`config.mk`:
```
export PLATFORM = sky130hd
export DESIGN_NAME = dmac_top
export DESIGN_NICKNAME = d
export VERILOG_FILES = /design/src/rtl/dmac_pkg.sv /design/src/rtl/dmac_prio.sv /design/src/rtl/dmac_channel.sv /design/src/rtl/dmac_top.sv
export SDC_FILE = /design/constraint.sdc
export NUM_CORES = 1
export LEC_CHECK = 0
export BUFFER_PORTS_ARGS = -buffer_cell sky130_fd_sc_hd__buf_2
export CAP_MARGIN = 20
export CORE_MARGIN = 2
export CORE_UTILIZATION = 50
export CTS_CLUSTER_DIAMETER = 150
export DETAILED_ROUTE_END_ITERATION = 8
export GPL_TIMING_DRIVEN = 0
export MAX_ROUTING_LAYER = met4
export PLACE_DENSITY = 0.76
export SLEW_MARGIN = 25
export SYNTH_ARGS = -nofsm -noshare
export SYNTH_HDL_FRONTEND = slang
export SYNTH_HIERARCHICAL = 1
export SYNTH_SLANG_ARGS = --single-unit
```
`constraint.sdc`:
```
create_clock -name clk -period 6.5 [get_ports clk]
set_input_delay 0.325 -clock clk [delete_from_list [all_inputs] [get_ports clk]]
set_output_delay 0.325 -clock clk [all_outputs]
set_load 0.02 [all_outputs]
```
`src/rtl/dmac_pkg.sv`:
```
package dmac_pkg;
  typedef enum logic [1:0] {
    XM_SINGLE = 2'd0,
    XM_BLOCK  = 2'd1,
    XM_DEMAND = 2'd2
  } xmode_e;

  // field order matches write-data bits [6:2] of the mode register
  typedef struct packed {
    xmode_e xm;
    logic   autoinit;
    logic   dec;
    logic   dev2mem;
  } chmode_t;

  typedef enum logic [1:0] {
    ST_IDLE = 2'd0,
    ST_WAIT = 2'd1,
    ST_XFER = 2'd2
  } st_e;
endpackage

```
`src/rtl/dmac_prio.sv`:
```
module dmac_prio #(
  parameter int NCH = 4,
  parameter int CHW = 2
) (
  input  logic [NCH-1:0] req,
  output logic           any,
  output logic [CHW-1:0] idx
);
  // fixed priority: lowest index wins
  always_comb begin
    any = |req;
    idx = '0;
    for (int i = NCH - 1; i >= 0; i--) begin
      if (req[i]) idx = CHW'(i);
    end
  end
endmodule

```
`src/rtl/dmac_channel.sv`:
```
module dmac_channel #(
  parameter int AW = 16
) (
  input  logic          clk,
  input  logic          rst_n,
  input  logic          ld_addr,
  input  logic          ld_cnt,
  input  logic [AW-1:0] wdata,
  input  logic          step,
  input  logic          dec,
  input  logic          autoinit,
  output logic [AW-1:0] cur_addr,
  output logic [AW-1:0] cur_cnt,
  output logic          at_tc
);
  logic [AW-1:0] base_addr_q, base_addr_d, base_cnt_q, base_cnt_d;
  logic [AW-1:0] addr_q, addr_d, cnt_q, cnt_d;

  assign at_tc    = (cnt_q == '0);
  assign cur_addr = addr_q;
  assign cur_cnt  = cnt_q;

  always_comb begin
    base_addr_d = base_addr_q;
    base_cnt_d  = base_cnt_q;
    addr_d      = addr_q;
    cnt_d       = cnt_q;
    if (step) begin
      if (at_tc && autoinit) begin
        addr_d = base_addr_q;
        cnt_d  = base_cnt_q;
      end else begin
        addr_d = dec ? addr_q - AW'(1) : addr_q + AW'(1);
        cnt_d  = cnt_q - AW'(1);
      end
    end
    if (ld_addr) begin
      base_addr_d = wdata;
      addr_d      = wdata;
    end
    if (ld_cnt) begin
      base_cnt_d = wdata;
      cnt_d      = wdata;
    end
  end

  always_ff @(posedge clk or negedge rst_n) begin
    if (!rst_n) begin
      base_addr_q <= '0;
      base_cnt_q  <= '0;
      addr_q      <= '0;
      cnt_q       <= '0;
    end else begin
      base_addr_q <= base_addr_d;
      base_cnt_q  <= base_cnt_d;
      addr_q      <= addr_d;
      cnt_q       <= cnt_d;
    end
  end


  addr_step_chk: assert property (@(posedge clk) disable iff (!rst_n)
    (step && !(at_tc && autoinit) && !ld_addr) |=>
      (cur_addr == ($past(dec) ? $past(cur_addr) - AW'(1) : $past(cur_addr) + AW'(1))));


  cnt_wrap_chk: assert property (@(posedge clk) disable iff (!rst_n)
    (step && at_tc && !autoinit && !ld_cnt) |=> (&cur_cnt));


  reload_chk: assert property (@(posedge clk) disable iff (!rst_n)
    (step && at_tc && autoinit && !ld_cnt && !ld_addr) |=>
      (cur_cnt == $past(base_cnt_q) && cur_addr == $past(base_addr_q)));
endmodule

```
`src/rtl/dmac_top.sv`:
```
module dmac_top
  import dmac_pkg::*;
#(
  parameter int NCH = 4,
  parameter int AW  = 16
) (
  input  logic           clk,
  input  logic           rst_n,
  input  logic           cpu_wr_en,
  input  logic           cpu_rd_en,
  input  logic [3:0]     cpu_addr,
  input  logic [AW-1:0]  cpu_wdata,
  output logic [AW-1:0]  cpu_rdata,
  input  logic [NCH-1:0] dreq,
  input  logic           eop_in,
  input  logic           hlda,
  output logic           hold,
  output logic [NCH-1:0] dack,
  output logic [AW-1:0]  bus_addr,
  output logic           mem_rd,
  output logic           mem_wr,
  output logic           io_rd,
  output logic           io_wr,
  output logic           tc_out
);
  localparam int CHW = (NCH > 1) ? $clog2(NCH) : 1;
  localparam logic [3:0] A_MODE  = 4'h8;
  localparam logic [3:0] A_SWREQ = 4'h9;
  localparam logic [3:0] A_MASK  = 4'hA;
  localparam logic [3:0] A_STAT  = 4'hB;

  st_e                   state_q, state_d;
  logic [CHW-1:0]        gch_q, gch_d, arb_idx;
  logic [NCH-1:0]        mask_q, mask_d, swreq_q, swreq_d, tcflag_q, tcflag_d;
  logic [NCH-1:0]        pend, ch_tc, step, ld_a, ld_c;
  chmode_t [NCH-1:0]     mode_q, mode_d;
  logic [AW-1:0]         caddr [NCH];
  logic [AW-1:0]         ccnt  [NCH];
  chmode_t               gm;
  logic                  arb_any, xfer, last, cur_tc;

  assign pend   = (dreq | swreq_q) & ~mask_q;
  assign gm     = mode_q[gch_q];
  assign xfer   = (state_q == ST_XFER);
  assign cur_tc = ch_tc[gch_q];
  assign last   = cur_tc | eop_in | (gm.xm == XM_SINGLE)
                | ((gm.xm == XM_DEMAND) & ~dreq[gch_q]);

  dmac_prio #(.NCH(NCH), .CHW(CHW)) u_prio (
    .req (pend),
    .any (arb_any),
    .idx (arb_idx)
  );

  for (genvar i = 0; i < NCH; i++) begin : g_ch
    assign ld_a[i] = cpu_wr_en && !cpu_addr[3] && (cpu_addr[CHW:1] == CHW'(i)) && !cpu_addr[0];
    assign ld_c[i] = cpu_wr_en && !cpu_addr[3] && (cpu_addr[CHW:1] == CHW'(i)) &&  cpu_addr[0];
    assign step[i] = xfer && (gch_q == CHW'(i));
    dmac_channel #(.AW(AW)) u_ch (
      .clk      (clk),
      .rst_n    (rst_n),
      .ld_addr  (ld_a[i]),
      .ld_cnt   (ld_c[i]),
      .wdata    (cpu_wdata),
      .step     (step[i]),
      .dec      (mode_q[i].dec),
      .autoinit (mode_q[i].autoinit),
      .cur_addr (caddr[i]),
      .cur_cnt  (ccnt[i]),
      .at_tc    (ch_tc[i])
    );
  end

  // sequencer next state
  always_comb begin
    state_d = state_q;
    gch_d   = gch_q;
    case (state_q)
      ST_IDLE: if (arb_any) begin
        gch_d   = arb_idx;
        state_d = ST_WAIT;
      end
      ST_WAIT: if (hlda) state_d = ST_XFER;
      ST_XFER: if (last) state_d = ST_IDLE;
      default: state_d = ST_IDLE;
    endcase
  end

  // register file next state; service updates follow software writes
  always_comb begin
    mask_d   = mask_q;
    swreq_d  = swreq_q;
    tcflag_d = tcflag_q;
    mode_d   = mode_q;
    if (cpu_rd_en && cpu_addr == A_STAT) tcflag_d = '0;
    if (cpu_wr_en) begin
      case (cpu_addr)
        A_MODE:  mode_d[cpu_wdata[CHW-1:0]] = chmode_t'(cpu_wdata[6:2]);
        A_SWREQ: swreq_d = cpu_wdata[NCH-1:0];
        A_MASK:  mask_d  = cpu_wdata[NCH-1:0];
        default: ;
      endcase
    end
    if (xfer) begin
      if (last) swreq_d[gch_q] = 1'b0;
      if (cur_tc) begin
        tcflag_d[gch_q] = 1'b1;
        if (!gm.autoinit) mask_d[gch_q] = 1'b1;
      end
    end
  end

  always_ff @(posedge clk or negedge rst_n) begin
    if (!rst_n) begin
      state_q  <= ST_IDLE;
      gch_q    <= '0;
      mask_q   <= '1;
      swreq_q  <= '0;
      tcflag_q <= '0;
      mode_q   <= '0;
    end else begin
      state_q  <= state_d;
      gch_q    <= gch_d;
      mask_q   <= mask_d;
      swreq_q  <= swreq_d;
      tcflag_q <= tcflag_d;
      mode_q   <= mode_d;
    end
  end

  // read path
  always_comb begin
    cpu_rdata = '0;
    if (!cpu_addr[3]) begin
      cpu_rdata = cpu_addr[0] ? ccnt[cpu_addr[CHW:1]] : caddr[cpu_addr[CHW:1]];
    end else if (cpu_addr == A_MASK) begin
      cpu_rdata[NCH-1:0] = mask_q;
    end else if (cpu_addr == A_STAT) begin
      cpu_rdata[NCH-1:0]     = tcflag_q;
      cpu_rdata[2*NCH-1:NCH] = dreq | swreq_q;
    end
  end

  // bus side
  assign hold     = (state_q != ST_IDLE);
  assign dack     = xfer ? (NCH'(1) << gch_q) : '0;
  assign bus_addr = xfer ? caddr[gch_q] : '0;
  assign mem_rd   = xfer & ~gm.dev2mem;
  assign io_wr    = xfer & ~gm.dev2mem;
  assign io_rd    = xfer &  gm.dev2mem;
  assign mem_wr   = xfer &  gm.dev2mem;
  assign tc_out   = xfer & cur_tc;


  strobe_needs_grant_chk: assert property (@(posedge clk) disable iff (!rst_n)
    (mem_rd | mem_wr | io_rd | io_wr | (|dack)) |-> (hlda && hold));


  dack_onehot_chk: assert property (@(posedge clk) disable iff (!rst_n)
    $onehot0(dack) && !(mem_rd && mem_wr) && !(io_rd && io_wr));


  single_release_chk: assert property (@(posedge clk) disable iff (!rst_n)
    (xfer && gm.xm == XM_SINGLE) |=> !hold);


  mask_on_tc_chk: assert property (@(posedge clk) disable iff (!rst_n)
    (xfer && cur_tc && !gm.autoinit) |=> mask_q[$past(gch_q)]);


  prio_zero_chk: assert property (@(posedge clk) disable iff (!rst_n)
    (state_q == ST_IDLE && pend[0]) |=> (gch_q == '0));
endmodule

```
==> metrics.md, run 1 <==
| Metric | Value |
|---|---|
| F_max | `approximately 250 MHz` |
| Core ar. | `~38,000 um2` |
| CTS Buffer Depth | `3` |
| Post-synthesis register bit count | `between 200 and 300` |
| Status | `completed` |
| DR iter-0 viols | `approximately 2,100` |
| Peak supply drop | `between 0.0002 and 0.0003 V` |
| Required time of the critical path | `slightly above 6 ns` |
| Setup crit start kind | `register` |
| CTS Sinks | `292` |
| Non-filler cells, final | `between 2,000 and 3,000` |
| DR pass1 iterations | `6` |
| Clock root buffer | `clkbuf_16` |
| Final Max Slew Viols | `0` |
| Worst path top cell family by delay | `simple AND/OR/NAND/NOR gates` |
| Yosys top cell by area | `dfrtp_1` |
| RSZ-0062 raised after global routing | `no` |
| Drt total wl | `about 67,000 um` |
| Pre-CTS WS | `roughly 3.2 ns` |
| Critical path, cell by cell | `or3_1 -> buf_2 -> or4_1 -> nor4_1 -> mux4_2 -> nand2b_2 -> inv_1 -> buf_2` |
| Register area | `about 7300 um2` |
| Yosys top cell area share | `about 38%` |
| Post_cts resized | `0` |
| Multi-input gate area | `about 11,000 um2` |
| CTS tree | `done` |
| Lkg Pwr | `9.45 nW` |
| WL met1 | `about 26,000 um` |
| Worst-Margin Slew | `1.09 ns` |
| Post-DP HPWL | `about 49,000 um` |
| Final Hold Vio Count | `0` |
| PnR worst setup slack | `2.53 ns` |
| Worst-skew pair later-pin latency | `0.52 ns` |
| Final setup violation count | `0` |
| Mapped Cells | `approximately 2,100` |
| Worst Skew | `0.0138 ns` |
| Critical path class | `register to output pin` |
| # fillers | `between 3,000 and 4,000` |
| Most frequent cells after synthesis | `288 x dfrtp_1, 186 x nand2_1, 181 x nor2_1` |
| Vias in the first global route | `~17,000` |
| Initial Util | `around half` |
| Postcts setup bufs | `0` |
| Critical path buffers and inverters | `3` |
| Yosys warning count | `6` |
| Tmin final | `between 3 and 4 ns` |
| Most frequent cell after synthesis | `dfrtp_1` |
| Die area | `about 40,000 um2` |
| Largest net degree at the start of global routing | `94` |
| Routed wl met3 | `around 7300 um` |
| IO buf count | `70` |
| Total CTS buffers | `35` |
| Fin nets | `between 2,000 and 2,500` |
| Dominant cells by area after synthesis | `dfrtp_1 38%, mux4_2 5.6%, o21ai_0 4.3%` |
| Vias per inst | `~6.5` |
| GPL Wtd Cong | `~1.0` |
| Total grt overflow | `0` |
| Num rows | `71` |
| HP Class | `primary input to register` |
| Post-route ant nets | `0` |
| Max stage delay cell, worst path | `nor4_1` |
| CTS clk-pin slew, worst paths | `about 0.060 ns` |
| Via count | `17,700` |
| Residual DRC | `0` |
| MaxCap Viol Count | `0` |
| First-pass GRT wire length | `101,000 um` |
| PwrDens | `between 400 and 500 nW/um2` |
| Die Y | `around 200 um` |
| Total GRT Usage | `between 30% and 40%` |
| Crit path arrival time | `between 3 and 4 ns` |
| Post-Syn Area per Cell | `about 9.4 um2` |
| Period utilization | `approximately three fifths` |
| Number of synthesized flops with an enable pin | `0` |
| CP max stage delay | `0.77 ns` |
| Post-Syn Area | `between 15,000 and 20,000 um2` |
| Die width | `around 200 um` |
| DR top layer | `met4` |
| Seq/Total Area, Yosys | `38.1%` |
| Area added between synthesis and finish | `12.7%` |
| Top_reg_cell synth | `dfrtp_1` |
| Relative slew slack | `between 20 and 30%` |
| I/O pin count | `between 70 and 80` |
| Inst Count DP | `roughly 2,600` |
| Ys async rst share | `100%` |
| Share of layout cells above drive strength 1 | `about 17%` |
| Hold_buf cts | `2` |
| Met2 wire len | `between 30,000 and 40,000 um` |
| Initial antenna violation count | `2` |
| Worst-path fanout max | `7` |
| Most repeated library cell on the critical path | `buf_2` |
| Htree depth | `2` |
| Post-synthesis cell type count | `103` |
| Net count after synthesis | `about 2,100` |
| Critical Path End Type | `output pin` |
| Avg WL per Cell | `~25 um` |
cell type report:
| class | count | share of cell area, % |
|---|---|---|
| plain buffers | 116 | 2.93 |
| clock inverters | 17 | 1.39 |
| flip-flops and latches | 292 | 33.8 |
| multi-input cells | 1508 | 49.7 |
| inverters | 134 | 2.33 |
| well taps | 511 | 2.96 |
| repair buffers | 75 | 2.14 |
| clock buffers | 45 | 4.74 |
| diodes | 2 | 0.0231 |
worst register-to-register path: cells and delay by family, from the launching register on:
| kind | cells | cell delay, ns |
|---|---|---|
| AO/OA/AOI/OAI | 3 | 0.40 |
| buffers and inverters | 3 | 1.07 |
| flip-flops | 1 | 0.34 |
| AND/OR/NAND/NOR | 4 | 1.51 |
cell usage in the layout, fill, tap and decap left out, types with 11 or more instances in the layout:
cell,Yosys,layout
nand3_1,29,29
mux4_2,48,48
o21a_1,14,14
ha_1,64,64
nor3_1,57,57
o31ai_1,39,39
nor2_1,181,181
nand2_1,186,186
xor2_1,17,17
nor4_1,15,15
xnor2_1,36,36
clkbuf_16,0,37
o21ai_1,29,29
o21ai_0,164,164
nand2b_1,16,16
a22oi_1,24,24
buf_6,18,18
a211oi_1,19,19
buf_2,20,89
dfrtp_1,288,288
nor2b_1,27,27
inv_1,130,130
clkbuf_1,59,60
a21oi_1,142,142
a22o_1,11,11
buf_1,12,12
a21o_1,37,37
mux2i_1,29,29
o221ai_1,29,29
mux2_2,65,65
and3_1,13,13
logic make-up (layout without fill, tap and decap cells):
| family | after synthesis | count (layout) | synth area share [%] |
|---|---|---|---|
| buf+inv | 250 | 387 | 5.92 |
| compound gates | 627 | 627 | 21.4 |
| simple gates | 611 | 611 | 15.9 |
| flops | 292 | 292 | 38.1 |
| other cells | 0 | 2 | 0 |
| xor+xnor | 53 | 53 | 2.42 |
| mux | 149 | 149 | 11.7 |
| fa+ha+maj | 68 | 68 | 4.59 |
power breakdown:
part | internal, mW | switching (mW) | total (mW)
registers | 2.38 | 0.829 | 3.20
clock network | 1.44 | 0.817 | 2.25
logic | 1.54 | 1.92 | 3.46
registers in the layout (all words and copies together), names as in the netlist:
signal,cells
g_ch.u_ch/cur_addr,64
state_q,2
swreq_q,4
g_ch.u_ch/base_cnt_q,64
g_ch.u_ch/cur_cnt,64
gch_q,2
g_ch.u_ch/base_addr_q,64
mask_q,4
tcflag_q,4
mode_q,20
per-stage QoR:
stage          power (mW)  util (%)  area [um2]  setup TNS (ns)  hold slack (ns)
2_1_floorplan        5.39         -       19200               0           0.0294
3_3_place_gp         6.39      53.5       20200         -118.66            0.459
3_5_place_dp         6.53      53.7       20300               0            0.270
4_1_cts              8.81      57.3       21600               0            0.145
5_1_grt              9.34      57.3       21600               0            0.172
6_report             8.91      57.3       21600               0            0.155
routing by layer:
| layer | vias up | GRT usage, % |
|---|---|---|
| li1 | 7733 | - |
| met1 | 8681 | 45.7 |
| met2 | 1071 | 53.2 |
| met3 | 194 | 5.68 |
| met4 | 0 | 16.0 |
| met5 | - | - |
final timing paths:
kind / startpoint / end / slack [ns] / cells after the start
max: g_ch[2].u_ch/cur_cnt[7] / tc_out / 2.53 / 8
min: eop_in / state_q[1] / 0.16 / 4
max reg2reg: gch_q[1] / g_ch[3].u_ch/cur_addr[15] / 3.11 / 10
min reg2reg: state_q[1] / state_q[0] / 0.47 / 1
max in group asynchronous: rst_n / mask_q[2] / 4.98 / 4
min in group asynchronous: rst_n / g_ch[0].u_ch/cur_addr[11] / 0.32 / 2
(Power assumes the default switching activity.)
==> inputs of run 2 (changes only) <==
==> constraint.sdc (replaced) <==
create_clock -name clk -period 3.8 [get_ports clk]
set_input_delay 0.19 -clock clk [delete_from_list [all_inputs] [get_ports clk]]
set_output_delay 0.19 -clock clk [all_outputs]
set_load 0.02 [all_outputs]
==> run 2 against run 1 <==
Design area about the same. Clock-buffer cell count stayed put. Utilization is essentially flat. Clock skew fell by 0.00060 ns. Global-route usage unchanged. Register-to-register slack got worse by 2.7 ns. Clock power is 72% higher. Critical path depth stayed put. Non-clock buffer count unchanged. Worst hold slack worse by 0.13 ns. Sequential power rose by 71%. Highest routed layer unchanged.
==> metrics.md, run 2 (synthesis gave the netlist of run 1 again) <==
| Metric | Value |
|---|---|
| Total CTS buffers | `35 (unchanged)` |
| DR iter-0 viols | `2,151 (+2.6%)` |
| Area added between synthesis and finish | `12.7% (about the same)` |
| Vias per inst | `6.58 (+0.46%)` |
| Util after Layout | `57.3% (about the same)` |
| Initial Util | `50.9% (unchanged)` |
| CTS Buffer Depth | `3 (unchanged)` |
| Post-DP HPWL | `48,600 um (unchanged)` |
| RSZ-0062 raised after global routing | `no` |
| Non-filler cells, final | `2,702 (+0.074%)` |
| Largest net degree at the start of global routing | `94 (unchanged)` |
| Post-route ant nets | `0 (unchanged)` |
| Peak supply drop | `0.000462 V (+73%)` |
| Htree depth | `2 (unchanged)` |
| Required time of the critical path | `3.61 ns (-2.56 ns)` |
| DR pass1 iterations | `7 (+1)` |
| Most common cell after layout, fill and taps aside | `dfrtp_1` |
| Core ar. | `37,800 um2 (unchanged)` |
| Setup crit start kind | `register` |
| CTS Sinks | `292 (unchanged)` |
| Total grt overflow | `0 (unchanged)` |
| Die area | `40,000 um2 (unchanged)` |
| Final setup violation count | `0 (unchanged)` |
| Relative slew slack | `25.5% (-1.8 points)` |
| Total GRT Usage | `34.8% (unchanged)` |
| Residual DRC | `0 (unchanged)` |
| Worst Skew | `0.0132 ns (-0.000601 ns)` |
| Final Hold Vio Count | `0 (unchanged)` |
| Tmin final | `3.60 ns` |
| Period utilization | `94.8%` |
| Clock root buffer | `clkbuf_16` |
| Worst reg-to-reg setup slack | `0.37 ns (-2.74 ns)` |
| Critical path class | `register to output pin` |
| First-pass GRT wire length | `101,000 um (unchanged)` |
| MaxCap Viol Count | `0 (unchanged)` |
| Critical Path End Type | `output pin` |
| Initial antenna violation count | `3 (+1)` |
| WHS | `0.0248 ns (-0.131 ns)` |
| Vias in the first global route | `17,200 (unchanged)` |
| Sw frac | `40.1% (about the same)` |
| Fin nets | `2,260 (unchanged)` |
| IO buf count | `70 (unchanged)` |
| Final Max Slew Viols | `0 (unchanged)` |
| Lkg Pwr | `9.45 nW (about the same)` |
| Crit path arrival time | `3.41 ns (-0.23 ns)` |
| Worst-skew pair later-pin latency | `0.52 ns (about the same)` |
| GPL Wtd Cong | `1.05 (unchanged)` |
| Num rows | `71 (unchanged)` |
| Combinational share of power | `38.8% (about the same)` |
| Psw | `6.11 mW (+71%)` |
| Inst Count DP | `2,634 (unchanged)` |
| Worst-Margin Slew | `1.11 ns (+0.0271 ns)` |
| Clk network pwr share | `25.3% (about the same)` |
| CTS tree | `done` |
| Avg WL per Cell | `24.9 um (about the same)` |
| Share of layout cells above drive strength 1 | `16.7% (+0.046 points)` |
| Int Pwr | `9.15 mW (+71%)` |
| Status | `completed` |
| Die Y | `200 um (unchanged)` |
| HP Class | `primary input to register` |
| Most frequent cells in the layout | `288 x dfrtp_1, 186 x nand2_1, 181 x nor2_1` |
| Die width | `200 um (unchanged)` |
| Reg power frac | `35.9% (about the same)` |
| Via count | `17,800 (+0.54%)` |
| I/O pin count | `72 (unchanged)` |
| F_max | `278 MHz` |
| CTS clk-pin slew, worst paths | `0.06 ns (about the same)` |
| Drt total wl | `67,200 um (about the same)` |
| Worst-path fanout max | `7 (unchanged)` |
| PwrDens | `705 nW/um2 (+71%)` |
[run 2: changes by cell type in the layout (fill, tap and decap cells not counted), sizes merged]
cell   previous run  this run
diode             2         4
[run 2: final timing paths]
path | from | to | depth (start not counted)
setup / recovery | g_ch[2].u_ch/cur_cnt[7] | tc_out | 8
hold reg to reg | state_q[1] | state_q[0] | 1
hold / removal | eop_in | state_q[1] | 4
setup reg to reg | gch_q[1] | g_ch[3].u_ch/cur_addr[15] | 10
max in group asynchronous | rst_n | mask_q[2] | 4
min in group asynchronous | rst_n | g_ch[0].u_ch/cur_addr[11] | 2
[run 2: layout make-up]
type | count | area, um2
multi-input cells | 1508 | 10800
flip-flops and latches | 292 | 7310
fillers | 3221 | 16100
well taps | 511 | 639
clock buffers | 45 | 1030
clock inverters | 17 | 302
diodes | 4 | 10.0
repair buffers | 75 | 463
plain buffers | 116 | 634
inverters | 134 | 503
[run 2: layer usage]
layer | routed length [um] | GRT usage [%] | share of wire [%] | up-vias
li1 | - | - | - | 7746
met1 | 26400 | 45.7 | 39 | 8732
met2 | 30200 | 53.2 | 45 | 1109
met3 | 7350 | 5.68 | 11 | 187
met4 | 3360 | 16.0 | 5.0 | 0
met5 | 0 | - | 0 | -
[run 2: through the flow]
stage                     power, mW  setup TNS (ns)  setup slack, ns  instance area [um2]
final                          15.3               0            0.199                21600
after global routing           16.0               0            0.148                21600
after CTS                      15.1               0            0.152                21600
after detailed placement       11.2               0            0.485                20300
after global placement         10.9         -861.90            -3.01                20200
after floorplan                9.23               0             1.20                19200
[run 2: power by group through the flow]
stage	Sequential, mW	Combinational, mW	Clock, mW
6_report	5.48	5.91	3.86
5_1_grt	5.54	6.42	4.02
4_1_cts	5.39	5.79	3.89
3_5_place_dp	5.43	5.74	0
3_3_place_gp	5.37	5.56	0
2_1_floorplan	4.78	4.44	0
[run 2: repair_timing]
| item | in CTS | in global routing |
|---|---|---|
| hold endpoints to repair | 50 | 0 |
| resized for setup | 0 | 1 |
| hold buffers | 2 | 0 |
| endpoints found under the setup margin | 0 | 1 |
| setup buffers | 0 | 0 |
[run 2: critical path, stage by stage (launching register included)]
cell and delay [ns]:
dfrtp_1 0.48, or3_1 0.40, buf_2 0.17, or4_1 0.47, nor4_2 0.56, mux4_2 0.42, nand2b_2 0.13, inv_1 0.09
buf_2 0.16
